[config.mk]
export PLATFORM = sky130hd
export DESIGN_NAME = audio_serial_port
export DESIGN_NICKNAME = d
export VERILOG_FILES = /design/src/rtl/asp_pkg.sv /design/src/rtl/asp_timing.sv /design/src/rtl/asp_rx_lane.sv /design/src/rtl/asp_tx_lane.sv /design/src/rtl/audio_serial_port.sv
export SDC_FILE = /design/constraint.sdc
export NUM_CORES = 1
export LEC_CHECK = 0
export ABC_CLOCK_PERIOD_IN_PS = 14800
export BUFFER_PORTS_ARGS = -buffer_cell sky130_fd_sc_hd__buf_2
export CAP_MARGIN = 20
export CELL_PAD_IN_SITES_DETAIL_PLACEMENT = 1
export CELL_PAD_IN_SITES_GLOBAL_PLACEMENT = 2
export CORE_MARGIN = 2
export CORE_UTILIZATION = 39
export DETAILED_ROUTE_END_ITERATION = 10
export GPL_TIMING_DRIVEN = 0
export PLACE_DENSITY = 0.89
export SYNTH_ARGS = -nofsm -noshare
export SYNTH_HDL_FRONTEND = slang
export SYNTH_SLANG_ARGS = --single-unit
[constraint.sdc]
create_clock -name clk -period 14.8 [get_ports clk]
set_clock_uncertainty 0.2 [all_clocks]
set_input_delay 0.74 -clock clk [delete_from_list [all_inputs] [get_ports clk]]
set_output_delay 0.74 -clock clk [all_outputs]
set_load 0.1 [all_outputs]
[src/rtl/asp_pkg.sv]
package asp_pkg;

  localparam int POS_W = 6;
  localparam int IDX_W = 5;

  localparam logic [1:0] FMT_I2S = 2'd0;
  localparam logic [1:0] FMT_LJ  = 2'd1;
  localparam logic [1:0] FMT_RJ  = 2'd2;

  typedef struct packed {
    logic             hit;
    logic [IDX_W-1:0] idx;
  } slot_t;

  function automatic logic [IDX_W-1:0] word_len(logic flong, logic [1:0] wsel);
    if (!flong) return 5'd16;
    case (wsel)
      2'd0:    return 5'd16;
      2'd1:    return 5'd18;
      2'd2:    return 5'd20;
      default: return 5'd24;
    endcase
  endfunction

  function automatic logic [POS_W-1:0] slot_len(logic flong);
    return flong ? 6'd32 : 6'd16;
  endfunction

  // Map a slot position to a data bit index, given the format settings.
  function automatic slot_t map_slot(logic [1:0] fmt, logic flong, logic [1:0] wsel,
                                     logic [POS_W-1:0] pos);
    slot_t            r;
    logic [POS_W-1:0] w, s, o, k;
    w = {1'b0, word_len(flong, wsel)};
    s = slot_len(flong);
    o = (fmt == FMT_RJ) ? (s - w) : 6'd0;
    k = pos - o;
    r.hit = (pos >= o) && (k < w);
    r.idx = IDX_W'(w - 6'd1 - k);
    return r;
  endfunction

endpackage

[src/rtl/asp_timing.sv]
module asp_timing
  import asp_pkg::*;
#(
  parameter int LANES = 3
) (
  input  logic             clk,
  input  logic             rst_n,
  input  logic             bclk,
  input  logic             wclk,
  input  logic [LANES-1:0] sd_in,
  input  logic [1:0]       fmt_sel,
  input  logic             frame_long,
  output logic             rise,
  output logic             fall,
  output logic             chg,
  output logic             ch_end,
  output logic [POS_W-1:0] pos_now,
  output logic [POS_W-1:0] tx_pos,
  output logic             tx_ch,
  output logic             tx_start,
  output logic [LANES-1:0] sd_s,
  output logic             strobe
);

  localparam logic [POS_W-1:0] POS_MAX = '1;

  logic             bclk_s, bclk_p, wclk_s, lr_dly_q, ch_q, strobe_q;
  logic [POS_W-1:0] pos_q;
  logic [LANES-1:0] sd_q;
  logic             lr_eff, ch_now, at_end, strobe_n;
  logic [POS_W-1:0] pos_inc;

  always_comb begin
    rise    = bclk_s & ~bclk_p;
    fall    = ~bclk_s & bclk_p;
    // I2S is left-justified against a word clock delayed by one bit
    lr_eff  = (fmt_sel == FMT_I2S) ? lr_dly_q : wclk_s;
    ch_now  = (fmt_sel == FMT_I2S) ? lr_eff : ~lr_eff;
    chg     = rise & (ch_now != ch_q);
    pos_inc = (pos_q == POS_MAX) ? POS_MAX : pos_q + 6'd1;
    pos_now = chg ? '0 : pos_inc;
    at_end  = (pos_q == slot_len(frame_long) - 6'd1);
    tx_pos  = at_end ? '0 : pos_inc;
    tx_ch   = at_end ? ~ch_q : ch_q;
    tx_start = fall & at_end & ch_q;
    strobe_n = chg & ch_q;
    ch_end  = ch_q;
    sd_s    = sd_q;
    strobe  = strobe_q;
  end

  always_ff @(posedge clk or negedge rst_n) begin
    if (!rst_n) begin
      bclk_s   <= 1'b0;
      bclk_p   <= 1'b0;
      wclk_s   <= 1'b0;
      sd_q     <= '0;
      lr_dly_q <= 1'b0;
      ch_q     <= 1'b0;
      pos_q    <= '0;
      strobe_q <= 1'b0;
    end else begin
      bclk_s   <= bclk;
      bclk_p   <= bclk_s;
      wclk_s   <= wclk;
      sd_q     <= sd_in;
      strobe_q <= strobe_n;
      if (rise) begin
        lr_dly_q <= wclk_s;
        ch_q     <= ch_now;
        pos_q    <= pos_now;
      end
    end
  end

  assert_strobe_single_R7: assert property (@(posedge clk) disable iff (!rst_n)
    strobe_q |=> !strobe_q);
  assert_strobe_left_R7: assert property (@(posedge clk) disable iff (!rst_n)
    strobe_q |-> !ch_q);
  assert_pos_restart_R1: assert property (@(posedge clk) disable iff (!rst_n)
    $past(chg) |-> (pos_q == '0));

endmodule

[src/rtl/asp_rx_lane.sv]
module asp_rx_lane
  import asp_pkg::*;
#(
  parameter int WMAX = 24
) (
  input  logic            clk,
  input  logic            rst_n,
  input  logic            rise,
  input  logic            chg,
  input  logic            ch_end,
  input  logic            hit,
  input  logic            sd,
  output logic [WMAX-1:0] word_l,
  output logic [WMAX-1:0] word_r
);

  logic [WMAX-1:0] sh_q, stage_q, out_l_q, out_r_q;
  logic [WMAX-1:0] sh_n, stage_n, out_l_n, out_r_n;

  always_comb begin
    sh_n    = sh_q;
    stage_n = stage_q;
    out_l_n = out_l_q;
    out_r_n = out_r_q;
    if (chg) begin
      sh_n = hit ? {{(WMAX-1){1'b0}}, sd} : '0;
      if (!ch_end) begin
        stage_n = sh_q;
      end else begin
        out_l_n = stage_q;
        out_r_n = sh_q;
      end
    end else if (hit) begin
      sh_n = {sh_q[WMAX-2:0], sd};
    end
  end

  always_ff @(posedge clk or negedge rst_n) begin
    if (!rst_n) begin
      sh_q    <= '0;
      stage_q <= '0;
      out_l_q <= '0;
      out_r_q <= '0;
    end else if (rise) begin
      sh_q    <= sh_n;
      stage_q <= stage_n;
      out_l_q <= out_l_n;
      out_r_q <= out_r_n;
    end
  end

  assign word_l = out_l_q;
  assign word_r = out_r_q;

  assert_rx_update_on_close_R7: assert property (@(posedge clk) disable iff (!rst_n)
    !$past(chg & ch_end) |-> ($stable(out_l_q) && $stable(out_r_q)));

endmodule

[src/rtl/asp_tx_lane.sv]
module asp_tx_lane
  import asp_pkg::*;
#(
  parameter int WMAX = 24
) (
  input  logic             clk,
  input  logic             rst_n,
  input  logic             fall,
  input  logic             tx_start,
  input  logic             tx_ch,
  input  logic             hit,
  input  logic [IDX_W-1:0] idx,
  input  logic [WMAX-1:0]  in_l,
  input  logic [WMAX-1:0]  in_r,
  output logic             sd
);

  logic [WMAX-1:0] hold_l_q, hold_r_q, word;
  logic            sd_q, sd_n;

  always_comb begin
    if (tx_ch) word = hold_r_q;
    else       word = tx_start ? in_l : hold_l_q;
    sd_n = hit ? word[idx] : 1'b0;
  end

  always_ff @(posedge clk or negedge rst_n) begin
    if (!rst_n) begin
      hold_l_q <= '0;
      hold_r_q <= '0;
      sd_q     <= 1'b0;
    end else begin
      if (tx_start) begin
        hold_l_q <= in_l;
        hold_r_q <= in_r;
      end
      if (fall) sd_q <= sd_n;
    end
  end

  assign sd = sd_q;

  assert_sdo_after_fall_R9: assert property (@(posedge clk) disable iff (!rst_n)
    !$past(fall) |-> $stable(sd_q));
  assert_hold_at_start_R8: assert property (@(posedge clk) disable iff (!rst_n)
    !$past(fall) |-> ($stable(hold_l_q) && $stable(hold_r_q)));

endmodule

[src/rtl/audio_serial_port.sv]
module audio_serial_port
  import asp_pkg::*;
#(
  parameter int LANES = 3,
  parameter int WMAX  = 24
) (
  input  logic                  clk,
  input  logic                  rst_n,
  input  logic [1:0]            fmt_sel,
  input  logic                  frame_long,
  input  logic [1:0]            word_sel,
  input  logic                  bclk,
  input  logic                  wclk,
  input  logic [LANES-1:0]      sd_in,
  output logic [LANES-1:0]      sd_out,
  input  logic [LANES*WMAX-1:0] tx_left,
  input  logic [LANES*WMAX-1:0] tx_right,
  output logic [LANES*WMAX-1:0] rx_left,
  output logic [LANES*WMAX-1:0] rx_right,
  output logic                  rx_strobe
);

  logic [1:0]       rst_sync;
  logic             rst_ni;
  logic             rise, fall, chg, ch_end, tx_ch, tx_start;
  logic [POS_W-1:0] pos_now, tx_pos;
  logic [LANES-1:0] sd_s;
  slot_t            rx_map, tx_map;

  // asynchronous assertion, synchronous release
  always_ff @(posedge clk or negedge rst_n) begin
    if (!rst_n) rst_sync <= 2'b00;
    else        rst_sync <= {rst_sync[0], 1'b1};
  end
  assign rst_ni = rst_sync[1];

  asp_timing #(.LANES(LANES)) u_timing (
    .clk(clk), .rst_n(rst_ni), .bclk(bclk), .wclk(wclk), .sd_in(sd_in),
    .fmt_sel(fmt_sel), .frame_long(frame_long),
    .rise(rise), .fall(fall), .chg(chg), .ch_end(ch_end), .pos_now(pos_now),
    .tx_pos(tx_pos), .tx_ch(tx_ch), .tx_start(tx_start), .sd_s(sd_s),
    .strobe(rx_strobe)
  );

  always_comb begin
    rx_map = map_slot(fmt_sel, frame_long, word_sel, pos_now);
    tx_map = map_slot(fmt_sel, frame_long, word_sel, tx_pos);
  end

  for (genvar i = 0; i < LANES; i++) begin : g_lane
    asp_rx_lane #(.WMAX(WMAX)) u_rx (
      .clk(clk), .rst_n(rst_ni), .rise(rise), .chg(chg), .ch_end(ch_end),
      .hit(rx_map.hit), .sd(sd_s[i]),
      .word_l(rx_left[i*WMAX +: WMAX]), .word_r(rx_right[i*WMAX +: WMAX])
    );
    asp_tx_lane #(.WMAX(WMAX)) u_tx (
      .clk(clk), .rst_n(rst_ni), .fall(fall), .tx_start(tx_start), .tx_ch(tx_ch),
      .hit(tx_map.hit), .idx(tx_map.idx),
      .in_l(tx_left[i*WMAX +: WMAX]), .in_r(tx_right[i*WMAX +: WMAX]),
      .sd(sd_out[i])
    );
  end

endmodule

### After elaboration in Yosys (flattened, before gate mapping)

Cells that the tools add are included.

| storage, ports and cells | value |
|---|---|
| register bits | 452 |
| bits in latches | 0 |
| memory bits (writable) | 0 |
| memory bits (read-only) | 0 |
| input port bits | 156 |
| logic and storage cells | 100 |
| memories | 0 |

| cells by class | value |
|---|---|
| $add $sub $neg | 7 |
| multiply operators | 0 |
| div/mod/pow operators | 0 |
| $lt $le $gt $ge | 5 |
| eq/ne operators | 6 |
| shifts and indexed selects | 0 |
| muxes and demuxes | 34 |
| bitwise gates (word level) | 10 |
| reduce and logical (&&, ||, !) cells | 8 |

Operators with widths:

| kind | count |
|---|---|
| 2-to-1 mux 24 bit | 12 |
| 2-to-1 mux 6 bit | 5 |
| binary-select mux 1 bit (select 5 bit) | 3 |
| >= comparator 6 bit | 2 |
| less-than comparator 6 x 5 -> 1 bit | 2 |
| 2-to-1 mux 1 bit | 12 |
| one-hot mux 4 bit (3 select lines) | 1 |
| subtractor 6 bit | 2 |
| adder 6 x 1 -> 6 bit (second input constant) | 1 |
| bitwise AND 1 bit | 6 |
| == test 6 bit | 1 |
| == test 6 bit (second input constant) | 1 |
| less-than comparator 5 x 6 -> 1 bit (second input constant) | 1 |
| AND reduction 3 bit | 2 |
| subtractor 6 x 1 -> 6 bit (second input constant) | 1 |
| subtractor 6 x 5 -> 6 bit | 1 |
| 2-to-1 mux 5 bit | 1 |
| subtractor 5 x 1 -> 5 bit (second input constant) | 1 |
| subtractor 5 bit | 1 |
| == test 2 bit (second input constant) | 2 |
| logical NOT 2 bit | 2 |
| NOT 1 bit | 4 |
| == test 2 x 1 -> 1 bit (second input constant) | 1 |
| logical AND 1 bit | 2 |
| 3 further kinds | 3 |

### Logic depth before layout (Yosys ltp)

Gate-level depths: netlist of run 1.

| depth | value |
|---|---|
| depth after elaboration | 12 |
| mapped depth | 18 |
| depth with buffers taken out | 15 |

### Modules after synthesis

Synthesis of run 1 repeated with hierarchy kept, for this count alone.

| second synthesis, totals | value |
|---|---|
| cell total of the unflattened synthesis | 1,534 |
| area total of the unflattened synthesis | 20,509.7 um2 |

Modules (own cells, without submodules):

| module | instances | cells an instance | area an instance (um2) | sequential area each (um2) |
|---|---|---|---|---|
| asp_rx_lane | 3 | 283 | 3,983.8 | 2,402.3 |
| asp_tx_lane (g_lane[1].u_tx ...) | 2 | 174 | 2,361.0 | 1,226.2 |
| asp_tx_lane (g_lane[0].u_tx) | 1 | 173 | 2,383.5 | 1,226.2 |
| asp_timing | 1 | 84 | 765.7 | 375.4 |
| audio_serial_port | 1 | 80 | 686.9 | 50.0 |

### Least setup slack after synthesis of run 1

OpenSTA, ideal clock, no wires.

| path | value |
|---|---|
| path type | input-to-reg |
| from | input fmt_sel[1] |
| to | register g_lane[1].u_rx.sh_q[2] |
| arrival | 4.003 ns |
| data required time | 14.517 ns |
| setup slack | 10.514 ns |
| stages on the path | 16 |
| cell sequence | or3_1 -> a21o_1 -> nand3_2 -> clkbuf_1 -> o21ai_0 -> ha_1 -> fa_1 -> inv_1 -> ha_1 -> a21o_1 -> a21oi_1 -> o221a_2 -> buf_2 -> buf_1 -> nand3_1 -> o21ai_0 |

| on the way | value |
|---|---|
| longest elaborated chain between the ends | 12 |
| elaborated cells on any way between the ends | 16 |
| those cells by class | 1 x add/sub; 2 x order compare; 2 x eq/ne; 5 x mux; 2 x bitwise; 4 x reduce/logical |

Ends and longest elaborated chain:

| what | RTL line | source |
|---|---|---|
| start: declaration | audio_serial_port.sv:9 | `input logic [1:0] fmt_sel,` |
| logical NOT 2 bit | asp_timing.sv:37, asp_timing.sv:38 |  |
| 2-to-1 mux 1 bit | asp_timing.sv:37 | `lr_eff = (fmt_sel == FMT_I2S) ? lr_dly_q : wclk_s;` |
| NOT 1 bit | asp_timing.sv:38 | `ch_now = (fmt_sel == FMT_I2S) ? lr_eff : ~lr_eff;` |
| 2-to-1 mux 1 bit | asp_timing.sv:38 |  |
| != test 1 bit | asp_timing.sv:39 | `chg = rise & (ch_now != ch_q);` |
| bitwise AND 1 bit | asp_timing.sv:39 |  |
| 2-to-1 mux 6 bit | asp_timing.sv:41 | `pos_now = chg ? '0 : pos_inc;` |
| subtractor 6 bit | asp_pkg.sv:37 | `k = pos - o;` |
| less-than comparator 6 x 5 -> 1 bit | asp_pkg.sv:38 | `r.hit = (pos >= o) && (k < w);` |
| logical AND 1 bit | asp_pkg.sv:38 |  |
| nonzero test 2 bit (no line) | n/a |  |
| AND reduction 2 bit (no line) | n/a |  |
| end signal: assignment | asp_rx_lane.sv:45 | `sh_q <= sh_n;` |
| end: declaration | asp_rx_lane.sv:17 | `logic [WMAX-1:0] sh_q, stage_q, out_l_q, out_r_q;` |

Parallel ways exist; a longest one is shown, timed or not.
A chain may end at the register's enable or synchronous reset.

### Worst setup path in the final report of run 1

| path | value |
|---|---|
| from | register u_timing.pos_q[0] |
| to | register g_lane[1].u_tx.sd_q |

| on the way | value |
|---|---|
| longest elaborated chain between the ends | 8 |
| elaborated cells on any way between the ends | 18 |
| those cells by class | 3 x add/sub; 2 x order compare; 2 x eq/ne; 8 x mux; 2 x bitwise; 1 x reduce/logical |

Ends and longest elaborated chain:

| what | RTL line | source |
|---|---|---|
| start: declaration | asp_timing.sv:28 | `logic [POS_W-1:0] pos_q;` |
| start signal: assignment | asp_timing.sv:71 | `pos_q <= pos_now;` |
| adder 6 x 1 -> 6 bit, or another cell as far along | asp_timing.sv:40 | `pos_inc = (pos_q == POS_MAX) ? POS_MAX : pos_q + 6'd1;` |
| 2-to-1 mux 6 bit or bitwise AND 1 bit (tied branches) | asp_timing.sv:40, asp_timing.sv:45 |  |
| 2-to-1 mux 6 bit or bitwise AND 1 bit (tied branches) | asp_timing.sv:43, asp_timing.sv:45 |  |
| subtractor 6 bit or 2-to-1 mux 24 bit (tied branches) | n/a |  |
| subtractor 5 bit or 2-to-1 mux 24 bit (tied branches) | asp_pkg.sv:39, asp_tx_lane.sv:22 |  |
| binary-select mux 1 bit (select 5 bit) | asp_tx_lane.sv:24 | `sd_n = hit ? word[idx] : 1'b0;` |
| 2-to-1 mux 1 bit (implied by the code) | asp_tx_lane.sv:24 |  |
| 2-to-1 mux 1 bit * | asp_tx_lane.sv:24 |  |
| end signal: assignment | asp_tx_lane.sv:37 | `if (fall) sd_q <= sd_n;` |
| end: declaration | asp_tx_lane.sv:19 | `logic sd_q, sd_n;` |

Mark *: on every way between the ends. The rest lies on a longest branch, timed or not. The select of a mux whose other input is x is not followed.

==> results of run 1 <==
## final cells by class
class,count,area (um^2),area share
Sequential cell,452,11300,0.462
Timing Repair Buffer,312,1710,0.0699
Clock buffer,70,1450,0.0591
Inverter,19,71.3,0.00291
Buffer,118,592,0.0242
Clock inverter,22,214,0.00874
Antenna cell,6,15.0,0.000613
Multi-Input combinational cell,1056,8270,0.338
Tap cell,680,851,0.0347
## worst paths after layout
kind	slack, ns	startpoint	end	cells past startpoint
worst min register to register	0.17	rst_sync[0]$_DFF_PN0_	rst_sync[1]$_DFF_PN0_	0
worst min-delay path	0.04	sd_in[1]	u_timing.sd_s[1]$_DFF_PN0_	1
min in group asynchronous	0.25	rst_n	rst_sync[0]$_DFF_PN0_	2
worst max-delay path	8.69	u_timing.pos_q[0]$_DFFE_PN0P_	g_lane[1].u_tx.sd$_DFFE_PN0P_	15
max in group asynchronous	12.54	rst_sync[1]$_DFF_PN0_	g_lane[0].u_rx.word_l[6]$_DFFE_PN0P_	3
worst max register to register	8.69	u_timing.pos_q[0]$_DFFE_PN0P_	g_lane[1].u_tx.sd$_DFFE_PN0P_	15
## routing by layer
metal	up-vias	wire length [um]	global-route usage	share of wire
li1	6627	-	-	-
met1	7914	26100	0.305	0.40
met2	560	32500	0.416	0.49
met3	130	4910	0.0583	0.075
met4	4	2190	0.0915	0.033
met5	-	32	0	0.00049
## Yosys cell counts, types with 6 or more instances
cell / number / area, um^2
buf_6: 12 / 135
ha_1: 18 / 225
nor4_1: 7 / 43.8
buf_2: 32 / 160
o22ai_1: 6 / 37.5
o21ai_1: 21 / 105
dfrtp_1: 452 / 11300
buf_1: 17 / 63.8
nand3_1: 91 / 455
a31oi_1: 8 / 50.1
nand2_1: 183 / 687
a311oi_1: 6 / 52.6
a21oi_1: 38 / 190
mux2_2: 368 / 4140
mux4_2: 8 / 180
nor2_1: 31 / 116
o211ai_1: 20 / 150
mux2i_1: 31 / 310
xnor2_1: 9 / 78.8
clkbuf_1: 52 / 195
nor3_1: 14 / 70.1
o21ai_0: 84 / 420
inv_1: 18 / 67.6
a221oi_1: 9 / 78.8
## registers in the layout, indices dropped and copies added, names as in the netlist
name	count
g_lane.u_tx.hold_l_q	72
g_lane.u_rx.word_l	72
u_timing.ch_end	1
g_lane.u_rx.stage_q	72
rst_sync	2
u_timing.sd_s	3
g_lane.u_rx.word_r	72
u_timing.bclk_p	1
u_timing.bclk_s	1
g_lane.u_rx.sh_q	72
u_timing.pos_q	6
g_lane.u_tx.sd	3
u_timing.lr_dly_q	1
u_timing.wclk_s	1
u_timing.strobe	1
g_lane.u_tx.hold_r_q	72
## where the power goes
| part | switching, mW | internal, mW | total (mW) |
|---|---|---|---|
| sequential | 0.0474 | 1.29 | 1.34 |
| combinational | 0.565 | 0.264 | 0.829 |
| clock | 0.535 | 0.706 | 1.24 |
| total | 1.15 | 2.26 | 3.41 |
## cells by family (layout without fill, tap and decap cells)
family	count (synthesis)	after routing
multiplexers	407	407
AND/OR/NAND/NOR	365	365
adder cells (fa/ha/maj)	21	21
XOR/XNOR	13	13
buffers and inverters	137	541
other	1	9
AO/OA/AOI/OAI	247	247
flip-flops	452	452
## critical path, stage by stage (launching register included)
cell and delay (ns):
dfrtp_1 0.44, ha_1 0.29, and4b_2 0.30, nand2_1 0.26, clkbuf_1 0.50, o21ai_0 0.27, ha_1 0.39, ha_1 0.29
clkbuf_1 0.60, clkbuf_1 0.89, o311ai_0 0.35, a21oi_1 0.25, a211oi_1 0.07, nor4_1 0.38, a211oi_1 0.09, a2111o_1 0.41
## stage by stage
step / area, um^2 / setup slack [ns]
floorplan: 20200 / 1.07
global placement: 22600 / -3.80
detailed placement: 22800 / 8.61
CTS: 24500 / 8.71
global route: 24500 / 8.34
finish: 24500 / 8.69
==> results.toml, run 1 <==
[final_layout]
fin_nets = 2185
nFillCells = 5522
syn_to_final_growth_pct = 21.0
final_cell_mix = "dfrtp_1, mux2_2, buf_2, nand2_1, nand3_1"
mostFrequentLayoutCell = "dfrtp_1"
drive_gt1_frac = 0.409
fin_util = 0.477
final_cells = 2735

[synthesis]
yosys.area_share.simple = 0.0821
synth_seq_cells = 452
yosysSeqAreaShare = 0.559
yosysWarnings = 0
synth_top_family_by_area = "multiplexers"
syn_inst = 1643
synthAdderAreaFrac = 0.0136
netlist_area_um2 = 20200
synth-xor-area-share = 0.00600
synthMuxAreaShare = 0.229
synthFlopType = "dfrtp_1"
async_flop_share = 1.00
synth-edff-count = 0
avgSynthCellArea_um2 = 12.3
yosys.cell_types.count = 70
synth_compound_area_frac = 0.0774

[sta]
period_needed_ns = 6.11
finalSetupViolations = 0
hold_viol = 0
fmax_mhz = 164
worstMarginPinSlew_ns = 1.21
holdWs_ns = 0.0388
drv_slew = 0
rsz0062_at_grt = "false"
tns_ns = 0
slew_headroom = 0.187
period_share = 0.413

[worst_setup_path]
crit_fanout = 10
worst_setup_path_start_kind = "flop"
arrival_ns = 6.41
cp.required_ns = 15.10
worstSetupEndpointType = "flop"
path_class = "reg2reg"

[die]
die_y_um = 232
pin_count = 304
row_count = 83
die_w_um = 232
initial_core_util = 0.394
coreArea_um2 = 51300
die_area_um2 = 53700

[clocking]
cts_root_buffer = "clkbuf_16"
path_clk_slew_ns = 0.06
ctsHoldBuffers = 3
cts_num_sinks = 452
cts_tree = "done"
cts_setup_buffers = 0
cts_buffers = 50
cts_buffer_depth = 3
clk_latency_ns = 0.63
cts_resized = 0
htree_levels = 2

[grt]
grt_pass1_vias = 16700
grt_usage = 0.246
overflow = 0
grt_first_pass_wirelength_mm = 101
antenna_found_initial = 8
grt_max_degree = 71

[placed_design]
dpl.cell_count = 2634
gp_routability_congestion = 0.866
io_buffers = 303
dp_hpwl_mm = 47.1

[route]
vias = 15200
totalWireLength_mm = 65.8
drt-initial-drc-count = 1118
drc = 0
via_per_inst = 5.57
firstDrtPassIters = 5
wire_per_inst_um = 24.0
ant_nets = 0

[worst_hold_path]
hp-class = "in2reg"

[power]
powerDensity_nw_per_um2 = 139
p_leak_nw = 12.0
irDropWorstVdd_v = 0.000109
finalPower_mw = 3.41

[outcome]
status = "complete, no violations"

[run]
drv_cap = 0
Note: power is estimated with default switching activity, not from simulation.
==> inputs of run 2 (changes only) <==
--- a/config.mk
+++ b/config.mk
@@ -5,16 +5,16 @@
 export SDC_FILE = /design/constraint.sdc
 export NUM_CORES = 1
 export LEC_CHECK = 0
-export ABC_CLOCK_PERIOD_IN_PS = 14800
+export ABC_CLOCK_PERIOD_IN_PS = 5600
 export BUFFER_PORTS_ARGS = -buffer_cell sky130_fd_sc_hd__buf_2
 export CAP_MARGIN = 20
 export CELL_PAD_IN_SITES_DETAIL_PLACEMENT = 1
 export CELL_PAD_IN_SITES_GLOBAL_PLACEMENT = 2
 export CORE_MARGIN = 2
-export CORE_UTILIZATION = 39
+export CORE_UTILIZATION = 35
 export DETAILED_ROUTE_END_ITERATION = 10
 export GPL_TIMING_DRIVEN = 0
-export PLACE_DENSITY = 0.89
+export PLACE_DENSITY = 0.85
 export SYNTH_ARGS = -nofsm -noshare
 export SYNTH_HDL_FRONTEND = slang
 export SYNTH_SLANG_ARGS = --single-unit
==> constraint.sdc (replaced) <==
create_clock -name clk -period 5.6 [get_ports clk]
set_clock_uncertainty 0.2 [all_clocks]
set_input_delay 0.28 -clock clk [delete_from_list [all_inputs] [get_ports clk]]
set_output_delay 0.28 -clock clk [all_outputs]
set_load 0.1 [all_outputs]
==> run 2 against run 1 <==
Utilization fell by 2.1 points. Power rose to 2.7 times the previous value. Flip-flop and latch count stayed put. Routed wire length rose by 9.5%. Critical path depth is 1 higher. Worst setup slack worse by 8.4 ns. Combinational power rose to 2.8 times the previous value. Clock power grew to 2.8 times the previous value. Maximum frequency grew 15%.
==> results.toml, run 2 (same netlist as run 1, synthesis figures left out) <==
[clocking]
clk_latency_ns = 0.63
cts_buffer_depth = 3
cts_tree = "done"
cts_buffers = 50
path_clk_slew_ns = 0.07
cts_root_buffer = "clkbuf_16"
htree_levels = 2
cts_num_sinks = 452

[worst_setup_path]
r2r_slack_ns = 0.28
crit_fanout = 10
critPathLaunch = "u_timing.pos_q[0]$_DFFE_PN0P_"
reg2reg_from = "u_timing.pos_q[0]$_DFFE_PN0P_"
r2r_end = "g_lane[2].u_tx.sd$_DFFE_PN0P_"
arrival_ns = 5.69
crit_path_end = "g_lane[2].u_tx.sd$_DFFE_PN0P_"
cp.required_ns = 5.96
reg2reg_depth = 16
path_class = "reg2reg"
worst_setup_path_start_kind = "flop"
worstSetupEndpointType = "flop"

[placed_design]
io_buffers = 303
gp_routability_congestion = 0.855
dp_hpwl_mm = 47.4

[sta]
period_needed_ns = 5.32
slew_headroom = 0.233
drv_slew = 0
rsz0062_at_grt = "false"
holdWs_ns = 0.0217
hold_viol = 0
worstMarginPinSlew_ns = 1.15
period_share = 0.951
fmax_mhz = 188
finalSetupViolations = 0

[die]
row_count = 88
coreArea_um2 = 57500
pin_count = 304
die_w_um = 244
initial_core_util = 0.352
die_y_um = 244
die_area_um2 = 59800

[final_layout]
final_cell_mix = "dfrtp_1, mux2_2, buf_2, nand2_1, dlygate4sd3_1"
fin_nets = 2337
syn_to_final_growth_pct = 29.7
drive_gt1_frac = 0.385
fin_util = 0.457
mostFrequentLayoutCell = "dfrtp_1"

[route]
ant_nets = 0
wire_per_inst_um = 24.2
totalWireLength_mm = 72.0
firstDrtPassIters = 5
drc = 0
via_per_inst = 5.38
drt-initial-drc-count = 1057
vias = 16000

[grt]
grt_first_pass_wirelength_mm = 109
grt_pass1_vias = 17800
antenna_found_initial = 11
grt_usage = 0.239
grt_max_degree = 74
overflow = 0

[power]
irDropWorstVdd_v = 0.000269
p_leak_nw = 12.7
powerDensity_nw_per_um2 = 356

[run]
drv_cap = 0

[worst_hold_path]
hp-class = "in2reg"

[outcome]
status = "complete, no violations"
## run 2: changes by cell type in the layout (fill, tap and decap cells not counted), moves of 2 or more
cell           before  now
diode_2             6    8
bufinv_16           1    4
clkinv_4            0    2
dlygate4sd3_1       3  153
clkinv_2           17    9
clkbuf_2            0    5
clkbuf_1           60   55
## run 2: per-layer routing
metal	part of all wire	wire, um	vias to the layer above	global-route usage
li1	-	-	6934	-
met1	0.39	28000	8273	0.285
met2	0.50	36100	582	0.415
met3	0.070	5010	200	0.0554
met4	0.040	2890	6	0.0977
met5	0.00051	37	-	0
## run 2: final cells by class
| type | count | area [um^2] |
|---|---|---|
| Multi-Input combinational cell | 1056 | 8270 |
| Inverter | 19 | 71.3 |
| Tap cell | 765 | 957 |
| Clock buffer | 72 | 1460 |
| Antenna cell | 8 | 20.0 |
| Sequential cell | 452 | 11300 |
| Fill cell | 6128 | 31200 |
| Buffer | 117 | 594 |
| Clock inverter | 20 | 290 |
| Timing Repair Buffer | 465 | 3260 |
## run 2: worst min-delay path by stage
stage                          start                     endpoint  slack, ns  cells after the start
after floorplan                rst_n        rst_sync[0]$_DFF_PN0_      -0.22                      0
after global placement         rst_n        rst_sync[0]$_DFF_PN0_      -0.13                      1
after detailed placement       rst_n        rst_sync[0]$_DFF_PN0_      -0.13                      1
after CTS                 fmt_sel[1]  u_timing.ch_end$_DFFE_PN0P_      0.003                      4
after global routing      fmt_sel[1]  u_timing.ch_end$_DFFE_PN0P_       0.06                      4
final                     fmt_sel[1]  u_timing.ch_end$_DFFE_PN0P_       0.02                      4
## run 2: what timing repair did
| action | CTS | global route |
|---|---|---|
| endpoints found under the setup margin | 3 | 3 |
| setup buffers | 0 | 0 |
| gates resized for setup | 1 | 9 |
| hold endpoints to repair | 152 | 0 |
| hold buffers | 153 | 0 |
## run 2: report_power, final
group | switching (mW) | internal [mW]
logic | 1.53 | 0.779
clock network | 1.47 | 2.02
registers | 0.124 | 3.41
## run 2: through the flow
stage	cell area, um^2	setup WS (ns)	setup TNS (ns)	total power, mW	cells
finish	26200	0.276	0	9.35	2974
CTS	26200	0.0421	0	9.34	2964
global placement	22700	-0.619	-255.08	5.68	2713
global route	26200	0.0171	0	9.69	2974
detailed placement	22900	-0.373	-0.889	5.75	2720
floorplan	20200	0.979	0	5.01	1645
## run 2: worst max-delay path, stage by stage, from the launching register on
cell and delay, ns:
dfrtp_1 0.45, ha_1 0.29, and4b_2 0.31, nand2_1 0.28
clkbuf_1 0.50, o21ai_0 0.25, ha_1 0.28, inv_1 0.08
fa_1 0.47, xor2_1 0.19, ha_1 0.46, a221oi_1 0.27
nand3_1 0.13, nor4_1 0.57, a211oi_2 0.10, a311oi_1 0.29
o32a_1 0.20
